--- src/rtl/refmon_pkg.sv ---
package refmon_pkg;

    typedef enum logic [1:0] {
        RATE_LOW   = 2'd0,
        RATE_1544K = 2'd1,
        RATE_2048K = 2'd2,
        RATE_19M   = 2'd3
    } rate_e;

    // lower bound of a window sum, 3 percent below nominal, rounded down
    function automatic int win_lo(input int nom, input int win);
        return (nom * win * 97) / 100;
    endfunction

    // upper bound of a window sum, 3 percent above nominal, rounded up
    function automatic int win_hi(input int nom, input int win);
        return (nom * win * 103 + 99) / 100;
    endfunction

    function automatic int max4(input int a, input int b, input int c, input int d);
        int m;
        m = a;
        if (b > m) m = b;
        if (c > m) m = c;
        if (d > m) m = d;
        return m;
    endfunction

endpackage

--- src/rtl/refmon_period.sv ---
module refmon_period #(
    parameter int CW = 10
) (
    input  logic          clk,
    input  logic          rst_n,
    input  logic          ref_in,
    input  logic [CW-1:0] nom,
    output logic          per_vld,
    output logic [CW-1:0] per,
    output logic          tmo
);
    typedef struct packed {
        logic          ref_s;
        logic          have;
        logic [CW-1:0] cnt;
    } per_st_t;

    per_st_t st_d, st_q;
    logic          rise;
    logic [CW-1:0] cnt_inc;

    always_comb begin
        st_d    = st_q;
        rise    = ref_in & ~st_q.ref_s;
        cnt_inc = st_q.cnt + 1'b1;
        per     = cnt_inc;
        per_vld = rise & st_q.have;
        tmo     = st_q.have & ~rise & ({1'b0, cnt_inc} >= {nom, 1'b0});

        st_d.ref_s = ref_in;
        if (rise)
            st_d.cnt = '0;
        else if (!(&st_q.cnt))
            st_d.cnt = cnt_inc;
        st_d.have = rise | (st_q.have & ~tmo);
    end

    always_ff @(posedge clk) begin
        if (!rst_n)
            st_q <= '0;
        else
            st_q <= st_d;
    end
endmodule

--- src/rtl/refmon_judge.sv ---
module refmon_judge #(
    parameter int CW  = 10,
    parameter int SW  = 14,
    parameter int WIN = 8
) (
    input  logic          clk,
    input  logic          rst_n,
    input  logic          per_vld,
    input  logic [CW-1:0] per,
    input  logic          tmo,
    input  logic [CW-1:0] nom,
    input  logic          chk_phase,
    input  logic [SW-1:0] lo_w,
    input  logic [SW-1:0] hi_w,
    output logic          hit,
    output logic          win_fail,
    output logic          freq_ok
);
    localparam int NW = $clog2(WIN + 1);

    typedef struct packed {
        logic [SW-1:0] sum;
        logic [NW-1:0] n;
        logic          bad;
    } jdg_st_t;

    jdg_st_t st_d, st_q;
    logic [CW-1:0] diff;
    logic [SW-1:0] acc;
    logic          done;
    logic          outside;

    always_comb begin
        st_d    = st_q;
        diff    = (per > nom) ? (per - nom) : (nom - per);
        hit     = per_vld & chk_phase & (diff > (nom >> 1));
        acc     = st_q.sum + SW'(per);
        done    = per_vld & (st_q.n == NW'(WIN - 1));
        outside = (acc < lo_w) | (acc > hi_w);
        win_fail = done & outside;

        if (tmo) begin
            st_d.sum = '0;
            st_d.n   = '0;
        end else if (per_vld) begin
            if (done) begin
                st_d.sum = '0;
                st_d.n   = '0;
                st_d.bad = outside;
            end else begin
                st_d.sum = acc;
                st_d.n   = st_q.n + 1'b1;
            end
        end
        freq_ok = ~st_d.bad;
    end

    always_ff @(posedge clk) begin
        if (!rst_n)
            st_q <= '0;
        else
            st_q <= st_d;
    end
endmodule

--- src/rtl/refmon_restore.sv ---
module refmon_restore #(
    parameter int HW = 11
) (
    input  logic          clk,
    input  logic          rst_n,
    input  logic          per_vld,
    input  logic          hit,
    input  logic          win_fail,
    input  logic          tmo,
    input  logic          freq_ok,
    input  logic [HW-1:0] hold,
    output logic          ref_ok,
    output logic          fail_pulse,
    output logic          restore_pulse
);
    typedef struct packed {
        logic [HW-1:0] clean;
        logic          ok;
        logic          fall;
        logic          rise;
    } rst_st_t;

    rst_st_t st_d, st_q;
    logic fail_now;

    always_comb begin
        st_d     = st_q;
        fail_now = hit | win_fail | tmo;

        if (fail_now)
            st_d.clean = '0;
        else if (per_vld && !(&st_q.clean))
            st_d.clean = st_q.clean + 1'b1;

        if (fail_now)
            st_d.ok = 1'b0;
        else if (!st_q.ok && (st_d.clean >= hold) && freq_ok)
            st_d.ok = 1'b1;

        st_d.fall = st_q.ok & ~st_d.ok;
        st_d.rise = ~st_q.ok & st_d.ok;
    end

    always_ff @(posedge clk) begin
        if (!rst_n)
            st_q <= '0;
        else
            st_q <= st_d;
    end

    assign ref_ok        = st_q.ok;
    assign fail_pulse    = st_q.fall;
    assign restore_pulse = st_q.rise;
endmodule

--- src/rtl/refmon_top.sv ---
module refmon_top #(
    parameter int NOM_R0  = 200,
    parameter int NOM_R1  = 64,
    parameter int NOM_R2  = 48,
    parameter int NOM_R3  = 32,
    parameter int HOLD_R0 = 1,
    parameter int HOLD_R1 = 64,
    parameter int HOLD_R2 = 64,
    parameter int HOLD_R3 = 512,
    parameter int WIN     = 8
) (
    input  logic       clk,
    input  logic       rst_n,
    input  logic       ref_in,
    input  logic [1:0] rate_sel,
    output logic       ref_ok,
    output logic       fail_pulse,
    output logic       restore_pulse
);
    import refmon_pkg::*;

    localparam int NOM_MAX  = max4(NOM_R0, NOM_R1, NOM_R2, NOM_R3);
    localparam int HOLD_MAX = max4(HOLD_R0, HOLD_R1, HOLD_R2, HOLD_R3);
    localparam int CW = $clog2(2 * NOM_MAX + 2) + 1;
    localparam int SW = CW + $clog2(WIN) + 1;
    localparam int HW = $clog2(HOLD_MAX + 1) + 1;
    localparam int NOMS  [4] = '{NOM_R0, NOM_R1, NOM_R2, NOM_R3};
    localparam int HOLDS [4] = '{HOLD_R0, HOLD_R1, HOLD_R2, HOLD_R3};

    logic [CW-1:0] nom_tbl  [4];
    logic [SW-1:0] lo_tbl   [4];
    logic [SW-1:0] hi_tbl   [4];
    logic [HW-1:0] hold_tbl [4];

    for (genvar g = 0; g < 4; g++) begin : g_rate
        assign nom_tbl[g]  = CW'(NOMS[g]);
        assign lo_tbl[g]   = SW'(win_lo(NOMS[g], WIN));
        assign hi_tbl[g]   = SW'(win_hi(NOMS[g], WIN));
        assign hold_tbl[g] = HW'(HOLDS[g]);
    end

    logic [CW-1:0] nom_sel;
    logic          chk_phase;
    logic          per_vld, tmo, hit, win_fail, freq_ok;
    logic [CW-1:0] per;

    assign nom_sel   = nom_tbl[rate_sel];
    assign chk_phase = (rate_e'(rate_sel) != RATE_LOW);

    refmon_period #(.CW(CW)) u_period (
        .clk     (clk),
        .rst_n   (rst_n),
        .ref_in  (ref_in),
        .nom     (nom_sel),
        .per_vld (per_vld),
        .per     (per),
        .tmo     (tmo)
    );

    refmon_judge #(.CW(CW), .SW(SW), .WIN(WIN)) u_judge (
        .clk       (clk),
        .rst_n     (rst_n),
        .per_vld   (per_vld),
        .per       (per),
        .tmo       (tmo),
        .nom       (nom_sel),
        .chk_phase (chk_phase),
        .lo_w      (lo_tbl[rate_sel]),
        .hi_w      (hi_tbl[rate_sel]),
        .hit       (hit),
        .win_fail  (win_fail),
        .freq_ok   (freq_ok)
    );

    refmon_restore #(.HW(HW)) u_restore (
        .clk           (clk),
        .rst_n         (rst_n),
        .per_vld       (per_vld),
        .hit           (hit),
        .win_fail      (win_fail),
        .tmo           (tmo),
        .freq_ok       (freq_ok),
        .hold          (hold_tbl[rate_sel]),
        .ref_ok        (ref_ok),
        .fail_pulse    (fail_pulse),
        .restore_pulse (restore_pulse)
    );
endmodule

--- config.mk ---
export PLATFORM = sky130hd
export DESIGN_NAME = refmon_top
export DESIGN_NICKNAME = d
export VERILOG_FILES = /design/src/rtl/refmon_pkg.sv /design/src/rtl/refmon_period.sv /design/src/rtl/refmon_judge.sv /design/src/rtl/refmon_restore.sv /design/src/rtl/refmon_top.sv
export SDC_FILE = /design/constraint.sdc
export NUM_CORES = 1
export LEC_CHECK = 0
export BUFFER_PORTS_ARGS = -buffer_cell sky130_fd_sc_hd__clkbuf_2
export CORE_MARGIN = 2
export CORE_UTILIZATION = 40
export CTS_BUF_LIST = sky130_fd_sc_hd__clkbuf_4 sky130_fd_sc_hd__clkbuf_8 sky130_fd_sc_hd__clkbuf_16
export DETAILED_ROUTE_END_ITERATION = 16
export PLACE_DENSITY = 0.67
export SETUP_SLACK_MARGIN = 0.05
export SLEW_MARGIN = 10
export SYNTH_ARGS = -nofsm -noshare
export SYNTH_HDL_FRONTEND = slang
export SYNTH_SLANG_ARGS = --single-unit
export TNS_END_PERCENT = 30
--- constraint.sdc ---
create_clock -name clk -period 8.2 [get_ports clk]
set_input_delay 1.64 -clock clk [delete_from_list [all_inputs] [get_ports clk]]
set_output_delay 1.64 -clock clk [all_outputs]
set_load 0.01 [all_outputs]
* Yosys cells after proc, flatten, opt, wreduce, memory -nomap -nowiden
Cells that the tools add are included.
** Word-level totals
- Register bits :: 45
- Input port bits :: 5
- Output and inout port bits :: 3
- Logic and storage cells :: 78
** Operators by class
- Add/subtract/negate cells :: 6
- Order comparisons :: 7
- Equality and inequality tests :: 1
- Muxes and demuxes :: 21
- Bitwise operators :: 23
- Reductions and logical operators :: 10
** Operators with widths (count)
- binary-select mux 14 bit (select 2 bit) :: 2
- 2-to-1 mux 14 bit :: 4
- 2-to-1 mux 11 bit :: 4
- 2-to-1 mux 10 bit :: 3
- binary-select mux 11 bit (select 2 bit) :: 1
- binary-select mux 10 bit (select 2 bit) :: 1
- subtractor 10 bit :: 2
- 2-to-1 mux 18 bit :: 1
- adder 14 x 10 -> 14 bit :: 1
- greater-than comparator 14 bit :: 1
- less-than comparator 14 bit :: 1
- adder 11 x 1 -> 11 bit, second input constant :: 1
- AND 1 bit :: 11
- greater-or-equal comparator 10 x 11 -> 1 bit :: 1
- greater-or-equal comparator 11 bit :: 1
- AND reduction 11 bit :: 1
- adder 10 x 1 -> 10 bit, second input constant :: 1
- greater-than comparator 10 bit :: 1
- greater-than comparator 10 x 9 -> 1 bit :: 1
- AND reduction 10 bit :: 1
- NOT 1 bit :: 7
- 2-to-1 mux 1 bit :: 5
- adder 4 x 1 -> 4 bit, second input constant :: 1
- == test 4 x 3 -> 1 bit, second input constant :: 1
- other kinds (7) :: 14

* Logic depth before layout (Yosys ltp)
Gate-level depths: netlist (run 1).
- Word-level depth :: 18
- Mapped depth :: 29
- Depth with buffers taken out :: 27

* Hierarchy
From an unflattened synthesis (run 1), not the netlist that was laid out.
** Unflattened totals
- Cell total of the unflattened synthesis :: 614
- Area, all modules :: 4783.3 um^2
** By module, submodules not included
- refmon_judge :: instances 1, cells an instance 382, area an instance 2930.3 um^2, seq. area each 380.4 um^2
- refmon_restore :: instances 1, cells an instance 120, area an instance 945.9 um^2, seq. area each 280.3 um^2
- refmon_period :: instances 1, cells an instance 103, area an instance 838.3 um^2, seq. area each 240.2 um^2
- refmon_top :: instances 1, cells an instance 9, area an instance 68.8 um^2, seq. area each 0.0 um^2

* Worst setup path before layout (run 1)
OpenSTA, ideal clock, no wires.
- Path type :: input port to flip-flop
- Start point :: input port rate_sel[1]
- End point :: register u_restore.st_q, in the netlist u_restore.ref_ok
- Data arrival time :: 6.418 ns
- Data required time :: 8.083 ns
- Path slack :: 1.665 ns
- Cell stages on the path :: 25
- Buffers on the path :: 1
- Cell sequence :: inv_1 -> ha_1 -> inv_1 -> ha_1 -> clkbuf_1 -> nand2b_1 -> a21oi_1 -> nor2_1 -> o21ai_4 -> mux2i_1 -> xor2_1 -> ha_1 -> a21o_1 -> a211oi_1 -> o21ai_0 -> a221oi_4 -> o211ai_2 -> nor2_1 -> ha_1 -> o311ai_0 -> a21oi_1 -> or3b_2 -> a211o_1 -> nand3_1 -> a21oi_1
** RTL lines
- from (decl) :: line refmon_top.sv:15 : input logic [1:0] rate_sel,
- to (signal assigned) :: line refmon_restore.sv:48 : st_q <= st_d;
- to (decl) :: line refmon_restore.sv:23 : rst_st_t st_d, st_q;

==> results of run 1 <==
==> tightest hold or removal path, cell delays in order, from the launching register on <==
cell     delay (ns)
dfxtp_1        0.33
nand2_1        0.05
a21oi_1        0.05
==> final timing paths <==
path,from,to,slack [ns],cells past startpoint
worst max-delay path,rate_sel[1],u_restore.ref_ok,1.09,25
worst min-delay path,u_judge.st_q[5],u_judge.st_q[5],0.47,2
worst max register to register,u_period.st_q[0],u_restore.ref_ok,1.53,25
worst min register to register,u_judge.st_q[5],u_judge.st_q[5],0.47,2
==> power groups by stage <==
stage               registers [W]  clock network (W)  logic [W]
global route             0.000228           0.000169  0.0000892
floorplan                0.000230                  0  0.0000603
detailed placement       0.000232                  0  0.0000786
global placement         0.000232                  0  0.0000777
finish                   0.000227           0.000157  0.0000790
CTS                      0.000227           0.000161  0.0000790
==> placed cells by master (no fill, tap or decap), types with 3 or more instances in the layout <==
cell,instances
nor2_2,10
a21oi_1,38
nand4_1,7
nor2b_1,8
a21o_1,3
nand2_1,32
a22oi_1,11
mux2i_1,7
clkbuf_2,7
dfxtp_1,45
clkbuf_8,6
o211ai_1,3
xor2_1,14
and4b_1,3
nand2b_1,8
ha_1,56
a21boi_0,3
xnor2_1,20
nor3b_1,3
nand3_1,17
nor2_1,44
a211oi_1,4
and3_1,4
nor3_1,9
o22ai_1,3
o21ai_0,24
o21a_1,4
inv_1,23
a31oi_1,5
==> final cells by class <==
type                            instances  area [sq um]
Clock buffer                            6         82.58
Clock inverter                          2         17.52
Sequential cell                        45         900.9
Inverter                               23         86.33
Fill cell                             971          5204
Timing Repair Buffer                    7         35.03
Multi-Input combinational cell        386          2796
Tap cell                              129         161.4
==> layer usage <==
layer / wire, microns / track usage
met5: 0 / 0
met4: 129 / 0.04513
met3: 332 / 0.02668
met2: 4542 / 0.3365
met1: 4431 / 0.2453
==> metrics by stage <==
stage,worst slack [ns],power (W),cells
2_1_floorplan,1.665,0.0002907,464
3_3_place_gp,1.016,0.0003095,590
3_5_place_dp,0.8578,0.0003106,590
4_1_cts,1.179,0.0004669,598
5_1_grt,0.5593,0.0004863,598
6_report,1.092,0.0004627,598
==> kinds of logic (layout without fill, tap and decap cells) <==
logic type               Yosys count  count (layout)
AO/OA/AOI/OAI                    121             121
multiplexers                       7               7
adder cells (fa/ha/maj)           58              58
AND/OR/NAND/NOR                  166             166
XOR/XNOR                          34              34
flip-flops                        45              45
buffers and inverters             33              38
==> flip-flops by register name, indices dropped and copies added (netlist names) <==
name / flops
u_judge.st_q: 19
u_period.st_q: 12
u_restore.st_q: 11
u_restore.fail_pulse: 1
u_restore.ref_ok: 1
u_restore.restore_pulse: 1
==> impl_results.md, run 1 <==
* Lkg Pwr at between 1.5 and 2 nW
* Layout cells sized above 1 at 0.08742
* Pin count of the biggest net entering global routing at 20
* Initial Utilization at 0.4128
* Largest cells by area after synthesis: dfxtp_1 (24%), ha_1 (18%), a21oi_1 (5.0%)
* Antenna diode count at 0
* Proportion of power drawn by the clock network at 0.339
* Routed length per instance at approximately 16 microns
* P_sw at 0.0001394 W
* Top-count cell post-synth: ha_1
* TritonCTS Sinks at 45
* Sequential share of power at 0.490
* Worst path max stage delay at 0.50 ns
* Post-Syn Area at 0.003832 sq mm
* Synth Area in XOR/XNOR at 0.07770
* CTS max path bufs at 2
* Startpoint Class: input pin
* Num CTS Buffers at 5
* Fraction of registers with async set/reset at 0
* Number of global-route vias before repair at 3240
* Syn Area/Cell at around 8.3 sq um
* H-tree depth at 2
* Top FF cell, synth: dfxtp_1
* Combinational power share at 0.171
* Synth Area in Adders at 0.1933
* Synth top area share at 0.2351
* Clock root cell: clkbuf_8
* Yosys reg bits at 45
* Most instantiated cells after synthesis: ha_1 (56), dfxtp_1 (45), nor2_1 (44)
* Slew Viols, Final at 0
* Critical Path RT at 8.38 ns
* Reg clk slew, reported paths at 0.09 ns
* Status: complete, no violations
* Slew @ Worst Pin at 0.8835 ns
* GRT Resource Usage Total at 0.1903
* Pint at 0.0003233 W
* DIE WIDTH at between 100 and 150 microns
* Post-synth EDFFs at 0
* Final ANT Viol Nets at 0
* Iter 0 DRT Violations at 178
* Mux share of post-synthesis cell area at 0.01828
* Final Wtd Congestion at 0.9308
* DPL Wire Length at 7302 microns
* Synth cell types at between 60 and 70
* Buf/Inv on CP at 3
* Routed WL at 9436 microns
* First-pass GRT wire length at 15780 microns
* Area growth from synthesis to layout at 6.464%
* Die footprint at 0.01038 sq mm
* Max_slew headroom at 0.4109
* Largest family of logic cells by synthesized area: simple AND/OR/NAND/NOR gates
* Io pins at 8
* Clock tree from TritonCTS: done
* Crit path DAT at 7.29 ns
* Die height at 101.9 microns
* Routed vias/inst at 5.562
* Remaining DRCs at 0
* Final setup TNS at 0 ns
* Most used cell, CP: ha_1
* Worst Skew at about 0.016 ns
* PwrDens at 113.4 mW/mm^2
* Worst Setup End Kind: flip-flop
* Delay-heaviest family, CP: compound AO/OA/AOI/OAI gates
* Max IR drop VDD at 59.52 uV
* Final Hold Vio Count at 0
* Final Util at 0.4395
* Critical path class: in2reg
* Switching share of power at 0.3012
* Yosys warnings at 0
* GR Overflow Total at 0
* Area leader, netlist: dfxtp_1
* Gate Count Post-Synth at roughly 460
* IO buf count at 7
* RSZ-0062 raised after global routing: false
* Tcrit/Tclk final at 0.8668
* Row cnt at 35
* Final hold slack at 0.4682 ns
* Clock latency on the worst-skew pair at 0.31 ns
* Final Setup Violations at 0
* Worst-path maximum fanout at 9
* Fmax at 140.7 MHz
* Min-Delay Path Class: reg2reg
* Post-CTS sizing at 0
* Placed inst area at 0.003980 sq mm
* DR pass1 iterations at 5
* Tmin final at 7.108 ns
* Post-synthesis sequential area ratio at 0.2351
* Post-Syn Nets at approximately 530
* CTS Hold Bufs at 0
* Compound-Gate Fraction of Synth Area at 0.2116
* Max Cap Viol at 0
* Core ar. at just over 0.009 sq mm
* Simple-gate share of the synthesized area at 0.2289
* CP max-delay cell: ha_1
* DR vias at ~3300
* Final cell area excluding filler cells at between 0.004 and 0.005 sq mm
* Post-CTS Setup Bufs at 0
* Initial antenna violation count at 0
* NumNets Final at 531
(Power assumes the default switching activity.)
==> run 2: changes to the inputs <==
- ABC_AREA: default -> 1
==> impl_results.md, run 2 <==
* Post-CTS sizing at 0 (unchanged)
* Critical Path RT at 8.39 ns (was 8.38 ns)
* Num CTS Buffers at 5 (unchanged)
* Worst R2R Path Depth at 37 (was 25)
* Area growth from synthesis to layout at 6.399% (was 6.464%)
* DR vias at 3751 (was 3326)
* Layout cells sized above 1 at 0.09744 (was 0.08742)
* Most common cell after layout, fill and taps aside: nand2_1 (was ha_1)
* Dpl cells at 751 (was 590)
* Yosys warnings at 0 (unchanged)
* Switching share of power at 0.3199 (was 0.3012)
* Clock root cell: clkbuf_8 (unchanged)
* Routed WL at 9933 microns (was 9436 microns)
* Post-Syn Area at 0.004086 sq mm (was 0.003832 sq mm)
* Buf/Inv on CP at 7 (was 3)
* Syn Area/Cell at 6.634 sq um (was 8.260 sq um)
* Reg clk slew, reported paths at 0.10 ns (was 0.09 ns)
* GRT Resource Usage Total at 0.1860 (was 0.1903)
* Final cell area excluding filler cells at 0.004348 sq mm (was 0.004080 sq mm)
* Iter 0 DRT Violations at 164 (was 178)
* Final Util at 0.4408 (was 0.4395)
* Clock latency on the worst-skew pair at 0.31 ns (about the same)
* GR Overflow Total at 0 (unchanged)
* First-pass GRT wire length at 16640 microns (was 15780 microns)
* Post-synthesis sequential area ratio at 0.2205 (was 0.2351)
* Die footprint at 0.01104 sq mm (was 0.01038 sq mm)
* Leading registers by flop count: u_judge.st_q: 19 flops, u_period.st_q: 12 flops, u_restore.st_q: 11 flops (unchanged)
* Routed length per instance at 13.09 microns (was 15.78 microns)
* Worst Skew at 0.009199 ns (was 0.01625 ns)
* Delay-heaviest family, CP: simple AND/OR/NAND/NOR gates (was compound AO/OA/AOI/OAI gates)
* Initial Utilization at 0.4143 (was 0.4128)
* CTS Hold Bufs at 0 (unchanged)
* DPL Wire Length at 8158 microns (was 7302 microns)
* Max Cap Viol at 0 (unchanged)
* P_sw at 0.0001478 W (was 0.0001394 W)
* Cell depth of the worst setup path at 37 (was 25)
* Final Hold Vio Count at 0 (unchanged)
* Post-CTS Setup Bufs at 0 (unchanged)
* Crit path DAT at 6.79 ns (was 7.29 ns)
* Slew Viols, Final at 0 (unchanged)
* PwrDens at 106.3 mW/mm^2 (was 113.4 mW/mm^2)
* H-tree depth at 2 (unchanged)
* TritonCTS Sinks at 45 (unchanged)
* Antenna diode count at 0 (unchanged)
* Tcrit/Tclk final at 0.8052 (was 0.8668)
* Placed inst area at 0.004258 sq mm (was 0.003980 sq mm)
* Register area at 900.9 sq um (unchanged)
* DIE WIDTH at 105.1 microns (was 101.9 microns)
* Pin count of the biggest net entering global routing at 21 (was 20)
* Setup WS pre-CTS at 1.379 ns (was 0.8578 ns)
* DR pass1 iterations at 4 (was 5)
* Synth top area share at 0.2205 (was 0.2351)
* Final Setup Violations at 0 (unchanged)
* Max reg flops at 19 (unchanged)
* Max IR drop VDD at 75.55 uV (was 59.52 uV)
* Worst path max stage delay at 0.45 ns (was 0.50 ns)
* Tmin final at 6.603 ns (was 7.108 ns)
* Pint at 0.0003143 W (was 0.0003233 W)
* NumNets Final at 688 (was 531)
* Combinational power share at 0.194 (was 0.171)
* Min-Delay Path Class: reg2reg (unchanged)
* Post-Syn Nets at 679 (was 527)
* Most frequent cells in the layout: nand2_1 (168), inv_1 (89), ha_1 (56) (was ha_1 (56), dfxtp_1 (45), nor2_1 (44))
* Fmax at 151.4 MHz (was 140.7 MHz)
* Fraction of registers with async set/reset at 0 (unchanged)
* Largest cells by area after synthesis: dfxtp_1 (22%), ha_1 (17%), nand2_1 (15%) (was dfxtp_1 (24%), ha_1 (18%), a21oi_1 (5.0%))
* FILL cells at 1047 (was 971)
* Biggest register: u_judge.st_q (unchanged)
* Worst-path maximum fanout at 9 (unchanged)
* Core ar. at 0.009864 sq mm (was 0.009284 sq mm)
* Die height at 105.1 microns (was 101.9 microns)
* Number of global-route vias before repair at 3572 (was 3240)
* Io pins at 8 (unchanged)
* Most used cell, CP: nand2_1 (was ha_1)
* Top-count cell post-synth: nand2_1 (was ha_1)
* Yosys reg bits at 45 (unchanged)
* Multi-input combinational cell area at 0.002795 sq mm (was 0.002796 sq mm)
* Final Wtd Congestion at 0.9468 (was 0.9308)
* Remaining DRCs at 0 (unchanged)
* Post-synth EDFFs at 0 (unchanged)
* Row cnt at 36 (was 35)
* Worst Setup Slack, final at 1.597 ns (was 1.092 ns)
* Startpoint Class: input pin (unchanged)
* Most instantiated cells after synthesis: nand2_1 (168), inv_1 (89), ha_1 (56) (was ha_1 (56), dfxtp_1 (45), nor2_1 (44))
* Worst Setup End Kind: flip-flop (unchanged)
* Clock tree from TritonCTS: done (unchanged)
* Final setup TNS at 0 ns (unchanged)
* Sequential share of power at 0.491 (was 0.490)
* Area leader, netlist: dfxtp_1 (unchanged)
* Max_slew headroom at 0.3193 (was 0.4109)
* Slew @ Worst Pin at 1.017 ns (was 0.8835 ns)
* Synth cell types at 40 (was 67)
* Critical path class: in2reg (unchanged)
* Routed vias/inst at 4.942 (was 5.562)
* CP max-delay cell: ha_1 (unchanged)
* Gate Count Post-Synth at 616 (was 464)
* Initial antenna violation count at 0 (unchanged)
* Final ANT Viol Nets at 0 (unchanged)
* Non-Filler Instances at 759 (was 598)
* Lkg Pwr at 2.179 nW (was 1.707 nW)
* RSZ-0062 raised after global routing: false (unchanged)
* Hold depth at 2 (unchanged)
* CTS max path bufs at 2 (unchanged)
* Status: complete, no violations (unchanged)
* Top FF cell, synth: dfxtp_1 (unchanged)
* IO buf count at 7 (unchanged)
* Proportion of power drawn by the clock network at 0.315 (was 0.339)
[run 2: changes by cell type after synthesis, moves of 7 or more]
cell | before | now
nand2b_1 | 8 | 0
xnor2_1 | 20 | 8
nor2b_1 | 8 | 0
nand2_1 | 32 | 168
nand3_1 | 17 | 40
inv_1 | 23 | 89
o21ai_0 | 24 | 12
inv_2 | 0 | 7
a22oi_1 | 11 | 0
nand2_2 | 0 | 8
[run 2: worst paths after layout]
kind / start / to / slack (ns)
max: rate_sel[1] / u_restore.ref_ok / 1.60
min: u_period.st_q[10] / u_period.st_q[10] / 0.48
max reg2reg: u_period.st_q[0] / u_restore.ref_ok / 2.63
min reg2reg: u_period.st_q[10] / u_period.st_q[10] / 0.48
[run 2: worst min-delay path, delay by kind of cell (launching register included)]
kind	cells	cell delay, ns
and+or+nand+nor	1	0.06
DFF	1	0.32
AOI/OAI and AO/OA	1	0.06
[run 2: per-stage QoR]
stage                     hold WS [ns]  total power, W
after global placement          0.4525       0.0003173
after floorplan                 0.4411       0.0002978
final                           0.4794       0.0004621
after detailed placement        0.4628       0.0003207
after global routing            0.4985       0.0004867
after CTS                       0.4784       0.0004670
[run 2: area by class of cell]
| type | count | area share |
|---|---|---|
| Tap cell | 133 | 0.03827 |
| Multi-Input combinational cell | 470 | 0.6429 |
| Sequential cell | 45 | 0.2072 |
| Timing Repair Buffer | 7 | 0.008058 |
| Clock inverter | 3 | 0.004892 |
| Clock buffer | 5 | 0.01583 |
| Inverter | 96 | 0.08288 |
[run 2: per-layer routing]
| layer | global-route usage | vias up | share of wire |
|---|---|---|---|
| met1 | 0.2328 | 1694 | 0.47 |
| met5 | 0 | - | 0 |
| met3 | 0.02682 | 19 | 0.021 |
| li1 | - | 1990 | - |
| met4 | 0.05810 | 0 | 0.021 |
| met2 | 0.3275 | 48 | 0.49 |
[run 2: power by group through the flow]
stage	combinational, W	clock, W	sequential [W]
final	0.0000898	0.000145	0.000227
after global routing	0.000102	0.000158	0.000227
after CTS	0.0000890	0.000151	0.000227
after detailed placement	0.0000888	0	0.000232
after global placement	0.0000857	0	0.000232
after floorplan	0.0000664	0	0.000231
[run 2: kinds of logic (layout without fill, tap and decap cells)]
| group | Yosys count | count (layout) | synth area share |
|---|---|---|---|
| AOI/OAI and AO/OA | 73 | 73 | 0.1007 |
| xor gates and xnor gates | 21 | 21 | 0.04501 |
| adders and majority gates | 58 | 58 | 0.1813 |
| buffers and inverters | 101 | 111 | 0.09553 |
| DFF | 45 | 45 | 0.2205 |
| muxes | 1 | 1 | 0.002450 |
| and+or+nand+nor | 317 | 317 | 0.3546 |
==> run 3: changes to the inputs <==
- PLACE_DENSITY: 0.67 -> 0.69
- clock period: 8.2 -> 5.3 ns (I/O delays scaled with it)
==> impl_results.md, run 3 (synthesized netlist as in run 2, its figures left out) <==
* Status: complete, no violations (unchanged)
* TritonCTS Sinks at 45 (unchanged)
* CP max-delay cell: ha_1 (unchanged)
* First-pass GRT wire length at 16700 microns (was 16640 microns)
* IO buf count at 7 (unchanged)
* Min-Delay Path Class: reg2reg (unchanged)
* Final Setup Violations at 0 (unchanged)
* Slew @ Worst Pin at 0.6958 ns (was 1.017 ns)
* Num CTS Buffers at 5 (unchanged)
* GR Overflow Total at 0 (unchanged)
* FILL cells at 989 (was 1047)
* Most frequent cells in the layout: nand2_1 (168), inv_1 (87), ha_1 (48) (was nand2_1 (168), inv_1 (89), ha_1 (56))
* PwrDens at 158.8 mW/mm^2 (was 106.3 mW/mm^2)
* Worst-path maximum fanout at 8 (was 9)
* CTS max path bufs at 2 (unchanged)
* Layout cells sized above 1 at 0.1491 (was 0.09744)
* Routed WL at 9949 microns (was 9933 microns)
* Row cnt at 36 (unchanged)
* Most used cell, CP: nand2_1 (unchanged)
* Tmin final at 4.923 ns
* Lkg Pwr at 2.245 nW (was 2.179 nW)
* Clock latency on the worst-skew pair at 0.31 ns (about the same)
* Worst Setup End Kind: flip-flop (unchanged)
* Pin count of the biggest net entering global routing at 21 (unchanged)
* Io pins at 8 (unchanged)
* Final Power at 0.0007270 W (was 0.0004621 W)
* GRT Resource Usage Total at 0.1841 (was 0.1860)
* Fmax at just over 200 MHz
* Leading registers by flop count: u_judge.st_q: 19 flops, u_period.st_q: 12 flops, u_restore.st_q: 11 flops (unchanged)
* Initial Utilization at 0.4143 (unchanged)
* RSZ-0062 raised after global routing: false (unchanged)
* Critical Path RT at 5.50 ns (was 8.39 ns)
* Final ANT Viol Nets at 0 (unchanged)
* Worst Skew at 0.008375 ns (was 0.009199 ns)
* Max Cap Viol at 0 (unchanged)
* Max_slew headroom at 0.5356 (was 0.3193)
* DR vias at 3859 (was 3751)
* Area growth from synthesis to layout at 12.03% (was 6.399%)
* Max reg flops at 19 (unchanged)
* Most common cell after layout, fill and taps aside: nand2_1 (unchanged)
* Final Util at 0.4641 (was 0.4408)
* Tcrit/Tclk final at 0.9288
* Antenna diode count at 0 (unchanged)
* H-tree depth at 2 (unchanged)
* Remaining DRCs at 0 (unchanged)
* Die height at 105.1 microns (unchanged)
* Iter 0 DRT Violations at 166 (was 164)
* Critical path class: in2reg (unchanged)
* DIE WIDTH at 105.1 microns (unchanged)
* Clock root cell: clkbuf_8 (unchanged)
* NumNets Final at 699 (was 688)
* Core ar. at 0.009864 sq mm (unchanged)
* DPL Wire Length at 7820 microns (was 8158 microns)
* DR pass1 iterations at 5 (was 4)
* Die footprint at 0.01104 sq mm (unchanged)
* Slew Viols, Final at 0 (unchanged)
* Number of global-route vias before repair at 3700 (was 3572)
* Max IR drop VDD at 132.7 uV (was 75.55 uV)
* Crit path DAT at 5.12 ns (was 6.79 ns)
* Final Wtd Congestion at 0.9013 (was 0.9468)
* Final Hold Vio Count at 0 (unchanged)
* Startpoint Class: input pin (unchanged)
* Biggest register: u_judge.st_q (unchanged)
* Clock tree from TritonCTS: done (unchanged)
* Routed length per instance at 12.92 microns (was 13.09 microns)
* Worst path max stage delay at 0.30 ns (was 0.45 ns)
* Initial antenna violation count at 0 (unchanged)
* Routed vias/inst at 5.012 (was 4.942)
* Reg clk slew, reported paths at 0.10 ns (about the same)
run 3: changes by cell type in the layout (fill, tap and decap cells not counted), moves of 3 or more:
cell	previous run	this run
buf_4	0	11
ha_1	56	48
ha_4	0	6
nor2_1	48	45
nor2_2	16	19
xor2_1	13	10
xor2_2	0	3
run 3: path summary, 6_finish.rpt:
path / from / endpoint / slack [ns] / cells past startpoint
setup / recovery: rate_sel[0] / u_restore.ref_ok / 0.38 / 37
hold / removal: u_period.st_q[10] / u_period.st_q[10] / 0.47 / 2
setup reg to reg: u_period.st_q[0] / u_restore.ref_ok / 0.44 / 40
hold reg to reg: u_period.st_q[10] / u_period.st_q[10] / 0.47 / 2
run 3: layer usage:
metal / share of wire / vias up / GRT usage
li1: - / 2013 / -
met3: 0.047 / 21 / 0.03493
met5: 0 / - / 0
met4: 0.033 / 0 / 0.07714
met2: 0.46 / 88 / 0.3140
met1: 0.46 / 1737 / 0.2258
run 3: cell type report:
| type | instances | area, sq um | area share |
|---|---|---|---|
| inverter | 96 | 362.8 | 0.07926 |
| clock buffer | 5 | 68.82 | 0.01503 |
| tap | 133 | 166.4 | 0.03635 |
| multi-input combinational | 470 | 2939 | 0.6420 |
| sequential | 45 | 902.1 | 0.1970 |
| timing repair buffer | 18 | 117.6 | 0.02569 |
| clock inverter | 3 | 21.27 | 0.004646 |
run 3: power breakdown:
| group | total, W | switching [W] | internal, W |
|---|---|---|---|
| registers | 0.000350 | 0.00000523 | 0.000345 |
| logic | 0.000151 | 0.0000948 | 0.0000561 |
| clock network | 0.000226 | 0.000132 | 0.0000939 |
run 3: what timing repair did:
action / 4_1_cts / 5_1_grt
setup buffers: 0 / 0
resized for setup: 0 / 30
hold buffers: 0 / 0
setup endpoints to repair: 0 / 2
run 3: critical path: cells and delay by family:
kind | cells | cell delay (ns)
and+or+nand+nor | 19 | 1.68
adders and majority gates | 4 | 1.06
buffers and inverters | 8 | 0.65
AOI/OAI and AO/OA | 5 | 0.50
xor gates and xnor gates | 1 | 0.15
run 3: metrics by stage:
step / cell area (sq um) / hold slack, ns / std cells / TNS [ns] / worst slack [ns]
after floorplan: 4086 / 0.4411 / 616 / 0 / 0.06771
after global placement: 4340 / 0.4521 / 762 / 0 / 0.1588
final: 4578 / 0.4664 / 770 / 0 / 0.3775
after detailed placement: 4340 / 0.4526 / 762 / -0.04144 / -0.04144
after global routing: 4578 / 0.4931 / 770 / 0 / 0.05006
after CTS: 4431 / 0.4672 / 770 / 0 / 0.1188
